===== src/rtl/amg_pkg.sv =====
package amg_pkg;
    typedef enum logic [1:0] {
        DEPTH_1  = 2'b00,
        DEPTH_2  = 2'b01,
        DEPTH_4  = 2'b10,
        DEPTH_4X = 2'b11
    } depth_e;

    typedef enum logic [1:0] {
        ST_WAIT,
        ST_SHIFT,
        ST_LINE
    } fsm_e;
endpackage


===== src/rtl/amg_nibble_map.sv =====
module amg_nibble_map (
    input  logic [3:0] lvl_in,
    input  logic       dither_en,
    input  logic       nudge,
    output logic [3:0] nib_out
);
    logic [2:0] level;

    always_comb begin
        level = lvl_in[3:1];
        if (lvl_in[0] && nudge && (level != 3'd7))
            level = level + 3'd1;
        nib_out = dither_en ? {level, 1'b0} : lvl_in;
    end
endmodule


===== src/rtl/amg_byte_pack.sv =====
module amg_byte_pack
    import amg_pkg::*;
(
    input  logic [7:0] src,
    input  depth_e     depth,
    input  logic [1:0] sub,
    input  logic       phase,
    output logic [7:0] byte_out
);
    localparam int NIBBLES = 2;

    logic [7:0] shl_one;
    logic [7:0] shl_two;

    assign shl_one = src << {sub, 1'b0};
    assign shl_two = src << {sub[0], 2'b00};

    for (genvar g = 0; g < NIBBLES; g++) begin : g_nib
        localparam int HI1 = 7 - g;
        localparam int HI2 = 7 - 2 * g;
        localparam int HI4 = 7 - 4 * g;
        logic [3:0] field;
        logic [3:0] mapped;

        always_comb begin
            unique case (depth)
                DEPTH_1: field = {4{shl_one[HI1]}};
                DEPTH_2: field = {2{shl_two[HI2 -: 2]}};
                default: field = src[HI4 -: 4];
            endcase
        end

        amg_nibble_map i_map (
            .lvl_in    (field),
            .dither_en (depth != DEPTH_1),
            .nudge     (phase ^ g[0]),
            .nib_out   (mapped)
        );

        assign byte_out[HI4 -: 4] = mapped;
    end
endmodule


===== src/rtl/amg_raster.sv =====
module amg_raster #(
    parameter int BYTES_PER_LINE  = 320,
    parameter int LINES_PER_FRAME = 400
) (
    input  logic clk,
    input  logic rst_n,
    input  logic byte_step,
    input  logic line_step,
    output logic last_byte,
    output logic first_line,
    output logic frame_phase
);
    localparam int BW = $clog2(BYTES_PER_LINE);
    localparam int LW = $clog2(LINES_PER_FRAME);
    localparam logic [BW-1:0] BYTE_MAX = BW'(BYTES_PER_LINE - 1);
    localparam logic [LW-1:0] LINE_MAX = LW'(LINES_PER_FRAME - 1);

    logic [BW-1:0] byte_cnt;
    logic [LW-1:0] line_cnt;

    always_ff @(posedge clk or negedge rst_n) begin
        if (!rst_n) begin
            byte_cnt    <= '0;
            line_cnt    <= '0;
            frame_phase <= 1'b0;
        end else begin
            if (byte_step)
                byte_cnt <= (byte_cnt == BYTE_MAX) ? '0 : byte_cnt + 1'b1;
            if (line_step) begin
                if (line_cnt == LINE_MAX) begin
                    line_cnt    <= '0;
                    frame_phase <= ~frame_phase;
                end else begin
                    line_cnt <= line_cnt + 1'b1;
                end
            end
        end
    end

    assign last_byte  = (byte_cnt == BYTE_MAX);
    assign first_line = (line_cnt == '0);
endmodule


===== src/rtl/amg_fmt.sv =====
module amg_fmt
    import amg_pkg::*;
#(
    parameter int BYTES_PER_LINE  = 320,
    parameter int LINES_PER_FRAME = 400
) (
    input  logic       clk,
    input  logic       rst_n,
    input  logic [1:0] depth_sel,
    input  logic       src_valid,
    input  logic [7:0] src_data,
    output logic       src_ready,
    output logic [7:0] pix_data,
    output logic       cl2,
    output logic       cl1,
    output logic       flm
);
    fsm_e       state, state_nx;
    logic [7:0] src_q;
    depth_e     mode_q;
    logic [1:0] sub_q;
    logic       sub_last;
    logic       last_byte;
    logic       first_line;
    logic       frame_phase;
    logic       take;
    logic [7:0] packed_byte;

    always_comb begin
        unique case (mode_q)
            DEPTH_1: sub_last = (sub_q == 2'd3);
            DEPTH_2: sub_last = sub_q[0];
            default: sub_last = 1'b1;
        endcase
    end

    always_comb begin
        state_nx = state;
        unique case (state)
            ST_WAIT:  if (src_valid) state_nx = ST_SHIFT;
            ST_SHIFT: begin
                if (sub_last) begin
                    if (last_byte)      state_nx = ST_LINE;
                    else if (src_valid) state_nx = ST_SHIFT;
                    else                state_nx = ST_WAIT;
                end
            end
            ST_LINE:  state_nx = ST_WAIT;
            default:  state_nx = ST_WAIT;
        endcase
    end

    always_ff @(posedge clk or negedge rst_n) begin
        if (!rst_n) state <= ST_WAIT;
        else        state <= state_nx;
    end

    assign src_ready = (state == ST_WAIT) ||
                       ((state == ST_SHIFT) && sub_last && !last_byte);
    assign take = src_ready && src_valid;

    always_ff @(posedge clk or negedge rst_n) begin
        if (!rst_n) begin
            src_q  <= '0;
            mode_q <= DEPTH_4;
            sub_q  <= '0;
        end else if (take) begin
            src_q  <= src_data;
            mode_q <= depth_e'(depth_sel);
            sub_q  <= '0;
        end else if ((state == ST_SHIFT) && !sub_last) begin
            sub_q <= sub_q + 2'd1;
        end
    end

    amg_raster #(
        .BYTES_PER_LINE  (BYTES_PER_LINE),
        .LINES_PER_FRAME (LINES_PER_FRAME)
    ) i_raster (
        .clk         (clk),
        .rst_n       (rst_n),
        .byte_step   (cl2),
        .line_step   (cl1),
        .last_byte   (last_byte),
        .first_line  (first_line),
        .frame_phase (frame_phase)
    );

    amg_byte_pack i_pack (
        .src      (src_q),
        .depth    (mode_q),
        .sub      (sub_q),
        .phase    (frame_phase),
        .byte_out (packed_byte)
    );

    always_comb begin
        cl2      = (state == ST_SHIFT);
        cl1      = (state == ST_LINE);
        flm      = first_line;
        pix_data = packed_byte;
    end
endmodule


===== config.mk =====
export PLATFORM = sky130hd
export DESIGN_NAME = amg_fmt
export DESIGN_NICKNAME = d
export VERILOG_FILES = /design/src/rtl/amg_pkg.sv /design/src/rtl/amg_nibble_map.sv /design/src/rtl/amg_byte_pack.sv /design/src/rtl/amg_raster.sv /design/src/rtl/amg_fmt.sv
export SDC_FILE = /design/constraint.sdc
export NUM_CORES = 1
export LEC_CHECK = 0
export ABC_AREA = 1
export BUFFER_PORTS_ARGS = -buffer_cell sky130_fd_sc_hd__buf_2
export CORE_UTILIZATION = 55
export CTS_BUF_LIST = sky130_fd_sc_hd__clkbuf_4
export DETAILED_ROUTE_END_ITERATION = 8
export HOLD_SLACK_MARGIN = 0.1
export PLACE_DENSITY = 0.84
export SKIP_CTS_REPAIR_TIMING = 1
export SYNTH_ARGS = -nofsm -noshare
export SYNTH_HDL_FRONTEND = slang
export SYNTH_HIERARCHICAL = 1
export SYNTH_SLANG_ARGS = --single-unit

===== constraint.sdc =====
create_clock -name clk -period 2.2 [get_ports clk]
set_input_delay 0.11 -clock clk [delete_from_list [all_inputs] [get_ports clk]]
set_output_delay 0.11 -clock clk [all_outputs]
set_load 0.05 [all_outputs]

==> results.toml, run 1 <==
[outcome]
status = "finished, violations left"
violations = "negative setup slack"

[timing]
worst_pin_slew_ps = 726
skew_ps = 13.9
fmax_mhz = 438
slew_headroom_pct = 51.6
slew_viol_final = 0
holdWs_ps = 176
post-route-period-util_pct = 104
finalWorstSetupSlack_ps = -85.3
rsz0062_at_grt = "true"
hold_violations = 0
finalSetupViolations = 6
period_needed_ps = 2290

[min_path]
holdPathStages = 5
min_to = "src_q[0]"
hold_class = "input port to flop"
hp-start = "src_valid"

[routing]
drc = 0
post_drt_wl_per_cell_microns = 12.9
first_pass_iters = 5
via_per_inst = 5.41
drt-initial-drc-count = 97
drt_wl_total_microns = 5160
via_count = 2160
ant_nets = 0

[floorplanning]
dieWidth_microns = 64.6
dieHeight_microns = 64.6
ios = 25
core.rowCount = 22
core-area_sq_um = 3720
dieArea_sq_um = 4180
start_util_pct = 58.1

[logic_synthesis]
synth-seq-area-share_pct = 38.3
ys_ff_latch = 33
avgSynthCellArea_sq_um = 7.15
synth_nets = 323
synth_warnings = 6
yosysTopAreaCell = "dfrtp_1"
synth_area_sq_um = 2160
synth_top_area_share_pct = 37.1
synth.area.top_cells = "dfrtp_1 (37%), nand2_1 (17%), nand3_1 (10%)"
synth_cells = 302
yosys.cell_types.count = 31

[critical_path]
rr_endpoint = "src_q[5]"
path_max_fanout = 6
r2r_cells = 10
end_kind = "primary output"
cp.required_ps = 2090
crit_type = "flop to primary output"
cp_data_arrival_time_ps = 2180
r2r_setup_slack_ps = 200
r2r-start = "sub_q[0]"
cp-start-kind = "flop"

[power_and_ir_drop]
peakVddDrop_mv = 0.936
powerDensity_nw_per_um2 = 1550
p_leak_nw = 1.45

[final_layout]
area_delta_synth_final_pct = 27.9
diodes = 0
final_cell_mix = "nand2_1 (90), nand3_1 (37), inv_1 (33)"
nets = 371
finalInstanceArea_sq_um = 2760
final_layout_size_suffix_gt1_share_pct = 25.6
final_common_cell = "nand2_1"
fillers = 265
fin_cells = 399
final_util_pct = 74.3

[grt]
grt_pass1_vias = 1877
gr-total-overflow = 0
grt_max_degree = 34
antenna_found_initial = 0
grt_first_pass_wirelength_microns = 7600
globalRouteTotalUtil_pct = 23.4

[placed_design]
io_buffers = 24
dp_slack_ps = 93.0
dp_cells = 372
place.gp.congestion = 0.924
post_dp_cell_area_sq_um = 2330
hpwlAfterDp_microns = 3200

[cts]
cts_root_buf = "clkbuf_4"
tritoncts = "yes"
cts_buffer_depth = 2
cts-buffers-inserted = 5
cts_num_sinks = 33
htreeDepth = 2
path_clk_slew_ps = 110
worstSkewPairLatency_ps = 350

[flow_run]
drv_cap = 0
[worst max path at each step]
stage	startpoint	cells past startpoint	slack [ps]	end
after floorplan	mode_q[1]	9	170	pix_data[1]
after global placement	sub_q[0]	11	160	pix_data[7]
after detailed placement	sub_q[0]	11	90	pix_data[7]
after CTS	sub_q[0]	11	-310	pix_data[3]
after global routing	sub_q[0]	12	-190	pix_data[2]
final	sub_q[0]	12	-90	pix_data[5]
[per-layer routing]
| metal | share of wire, % | vias to the layer above | routed length (microns) | track usage (%) |
|---|---|---|---|---|
| li1 | - | 1057 | - | - |
| met1 | 39 | 1000 | 2020 | 28.3 |
| met2 | 53 | 86 | 2710 | 39.2 |
| met3 | 5.1 | 17 | 263 | 5.46 |
| met4 | 3.0 | 0 | 157 | 10.8 |
| met5 | 0 | - | 0 | 0 |
[state kept, by name (all words and copies together) (netlist names)]
name,count
i_raster/line_cnt,9
i_raster/frame_phase,1
state,2
mode_q,2
i_raster/byte_cnt,9
src_q,8
sub_q,2
[cell families (layout without fill, tap and decap cells)]
logic type,Yosys count,after routing,synth area share [%]
and+or+nand+nor,202,202,43.7
xor gates and xnor gates,6,6,2.43
DFF,33,33,38.3
buffers and inverters,45,94,8.70
adders and majority gates,8,8,4.64
AOI/OAI and AO/OA,8,8,2.20
[cell usage after synthesis (all sizes together)]
cell type / count
dfstp: 1
o21bai: 1
o21ai: 5
buf: 4
ha: 8
nor4: 1
nor2: 33
nand3b: 1
nor3b: 2
nand4: 6
and3: 1
nand2: 103
a31oi: 1
a21oi: 1
nand3: 48
inv: 40
clkinv: 1
nor3: 7
xor2: 5
dfrtp: 32
xnor2: 1
[cell type report]
type	count	area, sq um	area share (%)
clock buffer	6	45.0	1.63
tap	48	60.1	2.18
timing repair buffer	45	353	12.8
clock inverter	2	33.8	1.22
sequential	33	830	30.1
multi-input combinational	224	1280	46.5
inverter	41	156	5.67
[report_power, final]
group / switching, mW / total (mW) / internal (mW) / leakage (nW)
Combinational: 1.79 / 2.79 / 1.01 / 0.985
Clock: 0.216 / 0.465 / 0.249 / 0.0433
Sequential: 0.237 / 1.03 / 0.790 / 0.422
[critical path, stage by stage, from the launching register on]
cell	delay, ps
dfrtp_2	490
buf_6	140
nand2_1	60
nand2_1	80
nand2_2	100
nand3_4	90
ha_4	160
ha_2	180
nor2_4	120
nand2_2	100
nand2_2	70
nand2_1	60
buf_6	150
[metrics by stage]
stage	power, mW	setup TNS (ps)
floorplan	2.72	0
global placement	3.09	0
detailed placement	3.14	0
CTS	3.61	-1810
global route	4.59	-1050
finish	4.28	-417
Note: power is estimated with default switching activity, not from simulation.
==> inputs of run 2 (changes only) <==
--- a/config.mk
+++ b/config.mk
@@ -5,7 +5,6 @@
 export SDC_FILE = /design/constraint.sdc
 export NUM_CORES = 1
 export LEC_CHECK = 0
-export ABC_AREA = 1
 export BUFFER_PORTS_ARGS = -buffer_cell sky130_fd_sc_hd__buf_2
 export CORE_UTILIZATION = 55
 export CTS_BUF_LIST = sky130_fd_sc_hd__clkbuf_4
==> run 2 against run 1 <==
Effect of this change:
- the run still ends with negative setup slack left
- synthesized cell count fell by 34%
- clock skew is 6.8 ps lower
- clock power down 0.9%
- sequential power shrank 3%
- global-route usage is 1.5 points higher
- wire length grew 0.97%
- first-iteration DRC count rose by 11%
- largest power group unchanged
- highest routed layer unchanged
==> results.toml, run 2 <==
[logic_synthesis]
synth.area.top_cells = "dfrtp_1 (37%), mux2_2 (6.3%), mux2_4 (4.9%)"
synth_top_area_share_pct = 37.3
ys_ff_latch = 33
avgSynthCellArea_sq_um = 10.8
post-synth-top-count-cell = "dfrtp_1"
yosysTopAreaCell = "dfrtp_1"
synth_warnings = 6
yosys.cell_types.count = 56
synth_cells = 198
synth-async-reset-ratio_pct = 100
synth_area_sq_um = 2150
synth_nets = 219
ys.flop_type = "dfrtp_1"
synth_edf_count = 0
yosys-top-cells-count = "dfrtp_1 (32), mux2_2 (12), nand2_1 (10)"
synth-seq-area-share_pct = 38.5

[grt]
grt_max_degree = 34
globalRouteTotalUtil_pct = 24.9
gr-total-overflow = 0
grt_first_pass_wirelength_microns = 7840
antenna_found_initial = 0
grt_pass1_vias = 1688

[routing]
ant_nets = 0
first_pass_iters = 4
post_drt_wl_per_cell_microns = 16.6
via_per_inst = 5.98
drt-initial-drc-count = 108
drc = 0
drt_wl_total_microns = 5210
via_count = 1873

[placed_design]
dp_cells = 292
place.gp.congestion = 0.853
hpwlAfterDp_microns = 3470
io_buffers = 24

[timing]
fin_setup_tns_ps = -2850
post-route-period-util_pct = 124
finalWorstSetupSlack_ps = -529
skew_ps = 7.10
period_needed_ps = 2730
slew_headroom_pct = 51.2
fmax_mhz = 366
hold_violations = 0
rsz0062_at_grt = "true"
finalSetupViolations = 7
worst_pin_slew_ps = 733
slew_viol_final = 0

[critical_path]
cp-start-kind = "flop"
end_kind = "primary output"
cp.required_ps = 2090
path_max_fanout = 8
cp_data_arrival_time_ps = 2620
r2r_setup_slack_ps = 150
crit_type = "flop to primary output"

[final_layout]
top_regs = "i_raster/byte_cnt (9), i_raster/line_cnt (9), src_q (8)"
fin_cells = 313
multiInputGateArea_sq_um = 1390
nets = 285
final_layout_size_suffix_gt1_share_pct = 43.0
fillers = 234
area_delta_synth_final_pct = 34.7
final_cell_mix = "buf_4 (31), dfrtp_1 (30), buf_2 (17)"
diodes = 0
seqCellArea_sq_um = 830
final_common_cell = "buf_4"

[floorplanning]
dieArea_sq_um = 4160
start_util_pct = 58.2
core-area_sq_um = 3690
core.rowCount = 22
dieHeight_microns = 64.5
dieWidth_microns = 64.5
ios = 25

[cts]
cts_root_buf = "clkbuf_4"
htreeDepth = 2
cts-buffers-inserted = 5
tritoncts = "yes"
worstSkewPairLatency_ps = 350
path_clk_slew_ps = 100
cts_num_sinks = 33
cts_buffer_depth = 2

[outcome]
violations = "negative setup slack"
status = "finished, violations left"

[power_and_ir_drop]
peakVddDrop_mv = 1.08
p_leak_nw = 1.31
powerDensity_nw_per_um2 = 1820

[flow_run]
drv_cap = 0

[min_path]
hold_class = "input port to flop"
[run 2: cell types whose count changed in the layout (fill, tap and decap cells not counted), sizes merged, moves of 20 or more]
cell	change
nand2	-93
nand3	-42
inv	-32
nor2	-25
buf	+20
mux2	+20
[run 2: critical path, stage by stage (launching register included)]
cell,delay [ps]
dfrtp_2,490
mux2_4,360
o31ai_4,250
o21ai_2,120
ha_2,190
ha_2,170
nand4b_4,210
mux2_4,340
buf_8,150
[run 2: path summary, 6_finish.rpt]
check / start / end / depth (start not counted)
max in group asynchronous: rst_n / sub_q[1] / 2
min: src_valid / state[0] / 3
max reg2reg: i_raster/byte_cnt[0] / src_q[7] / 6
min in group asynchronous: rst_n / i_raster/line_cnt[3] / 2
max: sub_q[1] / pix_data[3] / 8
min reg2reg: i_raster/byte_cnt[7] / i_raster/byte_cnt[7] / 1
[run 2: cells by family after synthesis]
family                     share of synthesized area (%)
and+or+nand+nor                                     19.6
AOI/OAI and AO/OA                                   15.9
DFF                                                 38.5
muxes                                               13.6
buffers and inverters                               3.21
xor gates and xnor gates                            4.49
adders and majority gates                           4.66
[run 2: power by group]
group          leakage (nW)  switching [mW]  internal, mW
logic                 0.852            1.97          1.83
clock network        0.0433           0.212         0.249
registers             0.417           0.206         0.788
[run 2: per-stage QoR]
stage / instance area, sq um / util [%] / setup WS [ps] / hold slack [ps] / power [mW]
after global placement: 2590 / 70.1 / -146 / 206 / 4.09
after global routing: 2890 / 78.4 / -593 / 209 / 5.51
after detailed placement: 2590 / 70.1 / -206 / 214 / 4.21
after CTS: 2670 / 72.3 / -585 / -168 / 4.68
after floorplan: 2230 / - / -121 / -186 / 3.33
final: 2890 / 78.4 / -529 / 197 / 5.25
[run 2: area by class of cell]
cell class,count,area share [%]
clock buffer,6,1.56
clock inverter,2,1.17
inverter,8,1.04
multi-input combinational,151,48.1
sequential,33,28.7
tap,48,2.08
timing repair buffer,65,17.4
[run 2: per-layer routing]
layer | wire (microns) | global-route usage (%) | up-vias
li1 | - | - | 876
met1 | 2210 | 32.4 | 907
met2 | 2500 | 39.9 | 66
met3 | 238 | 4.58 | 24
met4 | 251 | 11.9 | 0
met5 | 0 | 0 | -
==> inputs of run 3 (changes only) <==
==> constraint.sdc (replaced) <==
create_clock -name clk -period 2.95 [get_ports clk]
set_input_delay 0.1475 -clock clk [delete_from_list [all_inputs] [get_ports clk]]
set_output_delay 0.1475 -clock clk [all_outputs]
set_load 0.05 [all_outputs]
==> run 3 against run 2 <==
Effect of this change:
- the flow now finishes without violations
- non-clock buffer count shrank 24
- clock power shrank 3%
- via count fell by 6.9%
- global-route usage shrank 1.1 points
- hold slack improved by 66 ps
- critical path depth did not move
- wire length shrank 8.9%
- total power is 39% lower
- worst setup slack better by 630 ps
- combinational power fell by 49%
==> results.toml, run 3 (same netlist as run 2, synthesis figures left out) <==
[floorplanning]
dieWidth_microns = 64.5
dieArea_sq_um = 4160
ios = 25
core.rowCount = 22
dieHeight_microns = 64.5
start_util_pct = 58.2
core-area_sq_um = 3690

[final_layout]
finalInstanceArea_sq_um = 2550
nets = 261
seqCellArea_sq_um = 830
final_layout_size_suffix_gt1_share_pct = 30.7
fillers = 287
top_regs = "i_raster/byte_cnt (9), i_raster/line_cnt (9), src_q (8)"
final_common_cell = "dfrtp_1"
diodes = 0
final_cell_mix = "dfrtp_1 (30), buf_2 (24), mux2_2 (12)"
multiInputGateArea_sq_um = 1250
area_delta_synth_final_pct = 19.1

[grt]
globalRouteTotalUtil_pct = 23.8
grt_pass1_vias = 1618
grt_max_degree = 34
gr-total-overflow = 0
antenna_found_initial = 0
grt_first_pass_wirelength_microns = 7620

[cts]
path_clk_slew_ps = 130
cts_buffer_depth = 2
tritoncts = "yes"
htreeDepth = 2
cts-buffers-inserted = 5
worstSkewPairLatency_ps = 340
cts_num_sinks = 33
cts_root_buf = "clkbuf_4"

[power_and_ir_drop]
pwr-share-seq_pct = 25.2
power.share.clock_pct = 14.0
totalPowerFinal_mw = 3.19
power_frac_comb_pct = 60.8
peakVddDrop_mv = 0.784
p_leak_nw = 1.16
netSwitchingFraction_pct = 48.1
intPower_mw = 1.65
powerDensity_nw_per_um2 = 1250
p_switching_mw = 1.53

[placed_design]
io_buffers = 24
place.gp.congestion = 0.835
hpwlAfterDp_microns = 3150
post_dp_cell_area_sq_um = 2300

[routing]
ant_nets = 0
drt_wl_total_microns = 4740
first_pass_iters = 4
via_per_inst = 6.03
drt-initial-drc-count = 114
post_drt_wl_per_cell_microns = 16.4
drc = 0
via_count = 1744

[timing]
period_needed_ps = 2850
skew_ps = 16.7
finalSetupViolations = 0
post-route-period-util_pct = 96.7
slew_headroom_pct = 52.0
fmax_mhz = 351
worst_pin_slew_ps = 719
slew_viol_final = 0
hold_violations = 0

[critical_path]
cp.required_ps = 2800
crit_family = "multiplexers"
critPathMaxStageDelay_ps = 420
path_max_fanout = 3
end_kind = "primary output"
cpMaxStageDelayCell = "dfrtp_1"
cp_data_arrival_time_ps = 2700
cp-start-kind = "flop"
critical_path_buf_inv_count = 1
crit_type = "flop to primary output"
path_cells = "mux2_2 -> a221oi_2 -> a2bb2oi_1 -> ha_1 -> ha_1 -> nand4b_4 -> mux2_4 -> buf_2"
crit_top_cell = "ha_1"

[flow_run]
drv_cap = 0

[outcome]
status = "complete, no violations"

[min_path]
hold_class = "input port to flop"
run 3: cell types whose count changed in the layout (fill, tap and decap cells not counted), sizes merged:
cell / change
inv: +1
clkbuf: -1
buf: -24
bufinv: +1
clkinv: -1
run 3: cell type report:
type	instances	share of cell area (%)
sequential	33	32.5
timing repair buffer	41	10.9
inverter	8	1.18
multi-input combinational	151	48.9
clock inverter	3	2.69
clock buffer	5	1.47
tap	48	2.35
run 3: stage by stage:
step | hold WS (ps) | TNS, ps | setup WS, ps | util, % | instances
6_report | 263 | 0 | 97.9 | 69.3 | 289
5_1_grt | 286 | -2.82 | -2.82 | 69.3 | 289
4_1_cts | -146 | 0 | 30.5 | 65.3 | 274
3_5_place_dp | 241 | 0 | 419 | 62.4 | 266
3_3_place_gp | 243 | 0 | 438 | 62.4 | 266
2_1_floorplan | -148 | 0 | 245 | - | 198
run 3: final timing paths:
| check | startpoint | endpoint | slack (ps) | cells after the start |
|---|---|---|---|---|
| setup / recovery | sub_q[0] | pix_data[6] | 100 | 8 |
| min in group asynchronous | rst_n | src_q[1] | 370 | 2 |
| max in group asynchronous | rst_n | sub_q[1] | 2050 | 2 |
| setup reg to reg | i_raster/byte_cnt[2] | src_q[4] | 620 | 5 |
| hold / removal | src_valid | state[0] | 260 | 3 |
| hold reg to reg | i_raster/byte_cnt[4] | i_raster/byte_cnt[4] | 530 | 1 |
run 3: worst reg2reg max path, stage by stage, from the launching register on:
cell      delay [ps]
dfrtp_1          470
and4_1           230
and3_1           240
a21bo_2          280
a311oi_4         580
mux2_2           410
run 3: layer usage:
metal	track usage (%)	part of all wire, %
met5	0	0
met4	8.06	0.91
met3	5.63	3.3
met2	35.9	48
met1	33.3	48
run 3: power groups by stage:
stage | Combinational [mW] | Sequential, mW | Clock (mW)
after floorplan | 1.60 | 0.719 | 0
after global placement | 1.80 | 0.790 | 0
after detailed placement | 1.85 | 0.802 | 0
after CTS | 1.86 | 0.794 | 0.452
after global routing | 2.08 | 0.823 | 0.466
final | 1.94 | 0.804 | 0.447
